--- src/rtl/alu7_pkg.sv ---
package alu7_pkg;
    localparam int unsigned DW = 32;
    localparam int unsigned OPW = 3;

    typedef enum logic [OPW-1:0] {
        OP_AND  = 3'd0,
        OP_OR   = 3'd1,
        OP_NOT  = 3'd2,
        OP_ADD  = 3'd3,
        OP_SUB  = 3'd4,
        OP_SHL  = 3'd5,
        OP_SHR  = 3'd6,
        OP_NONE = 3'd7
    } alu_op_e;

    typedef struct packed {
        logic [DW-1:0] res;
        logic          done;
    } alu_state_t;
endpackage

--- src/rtl/alu7_logic.sv ---
module alu7_logic
    import alu7_pkg::*;
#(
    parameter int unsigned W = DW
) (
    input  logic [W-1:0] a,
    input  logic [W-1:0] b,
    output logic [W-1:0] and_o,
    output logic [W-1:0] or_o,
    output logic [W-1:0] not_o
);
    always_comb begin
        and_o = a & b;
        or_o  = a | b;
        not_o = ~a;
    end

    always_comb begin
        assert_not_ignores_b_R3: assert (not_o == ~a);
    end
endmodule

--- src/rtl/alu7_arith.sv ---
module alu7_arith
    import alu7_pkg::*;
#(
    parameter int unsigned W = DW
) (
    input  logic [W-1:0] a,
    input  logic [W-1:0] b,
    output logic [W-1:0] sum_o,
    output logic [W-1:0] diff_o
);
    logic [W-1:0] b_inv;
    always_comb begin
        b_inv  = ~b;
        sum_o  = a + b;
        diff_o = a + b_inv + W'(1);
    end

    always_comb begin
        assert_sub_inverts_add_R4: assert (diff_o + b == a);
    end
endmodule

--- src/rtl/alu7_shift.sv ---
module alu7_shift
    import alu7_pkg::*;
#(
    parameter int unsigned W = DW
) (
    input  logic [W-1:0] a,
    output logic [W-1:0] shl_o,
    output logic [W-1:0] shr_o
);
    always_comb begin
        shl_o = {a[W-2:0], 1'b0};
        shr_o = {1'b0, a[W-1:1]};
    end

    always_comb begin
        assert_shift_fill_zero_R5: assert (shl_o[0] == 1'b0 && shr_o[W-1] == 1'b0);
    end
endmodule

--- src/rtl/alu7_unit.sv ---
module alu7_unit
    import alu7_pkg::*;
(
    input  logic          clk,
    input  logic          rst_n,
    input  logic          go,
    input  logic [2:0]    op,
    input  logic [31:0]   a,
    input  logic [31:0]   b,
    output logic [31:0]   res,
    output logic          done
);
    logic [DW-1:0] and_w, or_w, not_w, sum_w, diff_w, shl_w, shr_w;
    logic [DW-1:0] pick_w;
    alu_state_t    st_d, st_q;

    alu7_logic #(.W(DW)) u_logic (
        .a(a), .b(b), .and_o(and_w), .or_o(or_w), .not_o(not_w)
    );
    alu7_arith #(.W(DW)) u_arith (
        .a(a), .b(b), .sum_o(sum_w), .diff_o(diff_w)
    );
    alu7_shift #(.W(DW)) u_shift (
        .a(a), .shl_o(shl_w), .shr_o(shr_w)
    );

    always_comb begin
        unique case (alu_op_e'(op))
            OP_AND:  pick_w = and_w;
            OP_OR:   pick_w = or_w;
            OP_NOT:  pick_w = not_w;
            OP_ADD:  pick_w = sum_w;
            OP_SUB:  pick_w = diff_w;
            OP_SHL:  pick_w = shl_w;
            OP_SHR:  pick_w = shr_w;
            default: pick_w = '0;
        endcase
    end

    always_comb begin
        st_d      = st_q;
        st_d.done = go;
        if (go) st_d.res = pick_w;
    end

    always_ff @(posedge clk) begin
        if (!rst_n) st_q <= '0;
        else        st_q <= st_d;
    end

    assign res  = st_q.res;
    assign done = st_q.done;

    assert_done_follows_go_R7: assert property (@(posedge clk) disable iff (!rst_n)
        go |=> done);
    assert_done_low_idle_R7: assert property (@(posedge clk) disable iff (!rst_n)
        !go |=> !done);
    assert_hold_when_idle_R8: assert property (@(posedge clk) disable iff (!rst_n)
        !go |=> $stable(res));
    assert_unused_zero_R6: assert property (@(posedge clk) disable iff (!rst_n)
        (go && op == 3'd7) |=> res == '0);
    assert_and_result_R2: assert property (@(posedge clk) disable iff (!rst_n)
        (go && op == 3'd0) |=> res == ($past(a) & $past(b)));
endmodule

--- config.mk ---
export PLATFORM = sky130hd
export DESIGN_NAME = alu7_unit
export DESIGN_NICKNAME = d
export VERILOG_FILES = /design/src/rtl/alu7_pkg.sv /design/src/rtl/alu7_logic.sv /design/src/rtl/alu7_arith.sv /design/src/rtl/alu7_shift.sv /design/src/rtl/alu7_unit.sv
export SDC_FILE = /design/constraint.sdc
export NUM_CORES = 1
export LEC_CHECK = 0
export ABC_CLOCK_PERIOD_IN_PS = 3950
export BUFFER_PORTS_ARGS = -buffer_cell sky130_fd_sc_hd__buf_2
export CAP_MARGIN = 20
export CORE_UTILIZATION = 60
export DETAILED_ROUTE_END_ITERATION = 12
export PLACE_DENSITY = 0.91
export SYNTH_ARGS = -nofsm -noshare
export SYNTH_HDL_FRONTEND = slang
export SYNTH_HIERARCHICAL = 1
export SYNTH_SLANG_ARGS = --single-unit
--- constraint.sdc ---
create_clock -name clk -period 3.95 [get_ports clk]
set_clock_uncertainty 0.15 [all_clocks]
set_input_delay 0.395 -clock clk [delete_from_list [all_inputs] [get_ports clk]]
set_output_delay 0.395 -clock clk [all_outputs]
set_load 0.02 [all_outputs]
# Word-level counts from Yosys, hierarchy flattened

Index checks and enable logic that the tools add are counted.

Input port bits: 70
Register bits after elaboration: 33
Output and inout bits: 33
Latch bits: 0
Memory bits (read-only): 0
Word-level logic and storage cells: 17
Bits in writable memories: 0
Memories kept: 0

Div/mod/pow operators: 0
Multipliers: 0
Add/subtract/negate cells: 3
Multiplexer cells: 1
Equality and inequality tests: 6
Bitwise logic cells: 4
$lt $le $gt $ge: 0
Shifts and indexed selects: 0
Reductions and logical operators: 1

Operators by type and width:

| cell                    | number |
|---|---|
| $pmux W32 S7            | 1 |
| $add A32 B32 Y32        | 2 |
| $not A32 Y32            | 2 |
| $add A32 B1 Y32 const B | 1 |
| $and A32 B32 Y32        | 1 |
| $or A32 B32 Y32         | 1 |
| $eq A3 B3 Y1 const B    | 3 |
| $eq A3 B2 Y1 const B    | 2 |
| $eq A3 B1 Y1 const B    | 1 |
| $logic_not A3 Y1        | 1 |

# Depth between registers and ports, before layout

Depth in word-level cells: 4
Gate-level depth with buffers: 15
Gate-level depth less buffers: 15

# By module

Netlist, hierarchy kept.

By module, submodules not included:

| module     | cells an instance | sequential area each (µm²) | area an instance (µm²) | times used |
|---|---|---|---|---|
| alu7_arith | 507               | 0.0                        | 3,467.1                | 1 |
| alu7_unit  | 312               | 660.6                      | 3,074.2                | 1 |
| alu7_logic | 96                | 0.0                        | 558.0                  | 1 |
| alu7_shift | 65                | 0.0                        | 484.2                  | 1 |

# Worst setup path after synthesis

Ideal clock, no wire load.

Path type: in2reg
From: in a[0]
To: reg st_q, in the netlist res[30]
Buffers on the path: 0
Setup time: 0.117 ns
Data arrival time: 3.080 ns
Setup slack: 0.604 ns
Stages on the path: 15
Data required time: 3.683 ns
Cell sequence: inv_1 ha_1 fa_1 nor2b_1 o31a_1 o21ai_1 nand2b_1 a31oi_1 o41a_1 o41ai_2 xor2_1 and3b_1 a21oi_2 o221ai_1 a22o_1

Word-level cells in the longest chain between the ends: 3
Elaborated cells between the ends (all ways): 4
Classes of those cells: 3 x add/sub; 1 x mux

Ends and longest elaborated chain:

| element                | RTL line         | text |
|---|---|---|
| start: declaration     | alu7_unit.sv:8   | `input logic [31:0] a,` |
| $add A32 B32 Y32       | alu7_arith.sv:15 | `diff_o = a + b_inv + W'(1);` |
| $add A32 B1 Y32        | alu7_arith.sv:15 |  |
| net diff_w[30]         | alu7_unit.sv:13  | `logic [DW-1:0] and_w, or_w, not_w, sum_w, diff_w, shl_w, shr_w;` |
| $pmux W32 S7           | alu7_unit.sv:28  | `unique case (alu_op_e'(op))` |
| end signal: assignment | alu7_unit.sv:48  | `else st_q <= st_d;` |
| end: declaration       | alu7_unit.sv:15  | `alu_state_t st_d, st_q;` |

The timed path passes the listed nets, and every way through them passes these cells.
A chain may end at the register's enable or synchronous reset.

# Worst setup path after layout

From: in b[1]
To: reg st_q, in the netlist res[25]

Word-level cells in the longest chain between the ends: 4
Elaborated cells between the ends (all ways): 5
Classes of those cells: 3 x add/sub; 1 x mux; 1 x bitwise

Ends and longest elaborated chain:

| element            | RTL line         | text |
|---|---|---|
| start: declaration | alu7_unit.sv:9   | `input logic [31:0] b,` |
| $not A32 Y32       | alu7_arith.sv:13 | `b_inv = ~b;` |
| $add A32 B32 Y32   | alu7_arith.sv:15 |  |
| $add A32 B1 Y32    | alu7_arith.sv:15 |  |
| net diff_w[25]     | alu7_unit.sv:13  |  |
| $pmux W32 S7       | alu7_unit.sv:28  |  |

The timed path passes the listed nets, and every way through them passes these cells.

==> metrics.cfg <==
[outcome]
status=finished, final reports clean

[sta]
final_hold_viol_count=0
tightest_slew_ns=1.154
final_max_slew_viol_count=0
tns_ns=0
timing.fmax_mhz=279.5
layout_min_cycle_time_ns=3.578
finalSetupViolations=0
hold_ws_ns=0.2137
slew_headroom=0.2305
grt_setup_unrepaired=no
finalCritPeriodShare=0.9058

[clock_tree]
post-cts-setup-buffer-count=0
ctsResizeCount=0
clk_path_buf_depth=2
path_clk_slew_ns=0.06
cts_tree=yes
cts_made_buffers=5
worstSkewPairLatency_ns=0.29
cts.sinks=33
cts-root-buf=clkbuf_16
hold_buffers=0
cts_htree_levels=2

[final_layout]
nets=1111
fin_cells=1145
drive_gt1_frac=0.2201
area_delta_synth_final_pct=1.831
nFillCells=1085
final_cell_mix=buf_2, inv_1, a21oi_1
antenna_cells=0
final_common_cell=buf_2

[critical_path]
cp-end-kind=register
cp_max_fo=6
crit_type=input pin to register
worst-endpoint-arrival_ns=3.62
cp_data_required_time_ns=3.99
start_kind=input pin

[synth]
synth-edff-count=0
seq_area_frac_synth=0.08711
ys_top_cells_by_area=ha_1, dfxtp_1, buf_4
ys_seq_elements=33
synth_area_um2=7584
synth_ff_type=dfxtp_1
yosys.area.top_type_share=0.1023
syn_area_per_cell_um2=7.738
yosysWarnings=6
synth_top_area_cell=ha_1
synth_cells=980
async_flop_share=0
yosysUniqueCellTypes=80

[global_route]
grt_overflow=0
grt_usage=0.3364
antenna_found_initial=0
grt_pass1_vias=6992
grt_pass1_wl_um=35070
grt_max_degree=39

[die]
initial_core_util=0.6236
rows=40
ios=103
die_w_um=114.4
core_area_um2=12160
die_area_um2=13090
die_h_um=114.4

[route]
detailroute.via_count=7328
final_antenna_net_count=0
wirelength_um=21630
drt_first_pass_iters=5
drtIter0Drc=591
drc=0
wire_per_inst_um=18.89
detail_route.vias_per_cell=6.400

[placed_design]
place_congestion=0.9609
dpl.hpwl_um=16020
port_buffers=102
dp_cells=1137

[run]
drv_cap=0

[power]
power_mw=1.889
ir_drop_mv=0.1573
leakage_nw=3.671
power_density_nw_per_um2=244.5

[min_path]
hold_path_class=input pin to register

-- layout make-up --
class,instances,area [µm²],share of cell area
Tap cell,168,210.2,0.02722
Timing Repair Buffer,119,648.1,0.08393
Inverter,98,367.9,0.04763
Multi-Input combinational cell,720,5693,0.7372
Sequential cell,33,660.6,0.08555
Clock buffer,7,142.6,0.01847
-- through the flow --
stage	setup WS [ns]	instance area (µm²)	util
CTS	0.4573	7707	0.6337
detailed placement	0.1765	7565	0.6220
finish	0.3720	7722	0.6350
global route	0.1052	7722	0.6350
floorplan	0.6035	7587	-
global placement	0.2750	7565	0.6220
-- power by group --
| group | switching [mW] | internal (mW) |
|---|---|---|
| logic | 0.643 | 0.454 |
| clock network | 0.172 | 0.248 |
| registers | 0.0132 | 0.358 |
| total | 0.828 | 1.06 |
-- sequential cells by signal (all words and copies together), names as in the netlist --
signal	count
res	32
done	1
-- cells by family after synthesis --
kind of cell	after synthesis	share of synthesized area
DFF	33	0.08711
muxes	66	0.1010
adders and majority gates	64	0.1076
and+or+nand+nor	217	0.1690
AOI/OAI and AO/OA	315	0.3061
xor gates and xnor gates	56	0.06468
other	1	0.0004945
buffers and inverters	228	0.1642
-- Yosys cell counts (all sizes together), types with 23 or more instances --
master and instances:
xnor2 54, a22oi 25, a22o 31, dfxtp 33, mux2 24, ha 62, a21oi 98, nor2 42
o221ai 23, or2 33, and3b 25, clkbuf 27, nand2 26, mux2i 42, and2 34, buf 103
inv 97
-- critical path, cell delays in order --
cell and delay [ns]:
buf_2 0.15, inv_1 0.06, ha_1 0.28, nor2b_1 0.15, o31ai_1 0.43, a211oi_1 0.18, nor3_1 0.40, o21ai_0 0.28
a31oi_1 0.38, o21bai_1 0.16, xnor2_1 0.14, and3b_1 0.16, a21oi_1 0.11, o221ai_1 0.13, a22o_1 0.21
-- worst paths after layout --
kind	depth (start not counted)	from	slack, ns	end
setup / recovery	15	b[1]	0.37	res[25]
hold / removal	2	rst_n	0.21	res[17]
setup reg to reg	3	res[17]	2.87	res[17]
hold reg to reg	1	res[1]	0.32	res[1]
-- metal layers --
metal | wire length, µm | GRT usage
met1 | 9274 | 0.4275
met4 | 785 | 0.1671
met2 | 9974 | 0.5523
met5 | 0 | 0
met3 | 1593 | 0.05294
Note: power is estimated with default switching activity, not from simulation.
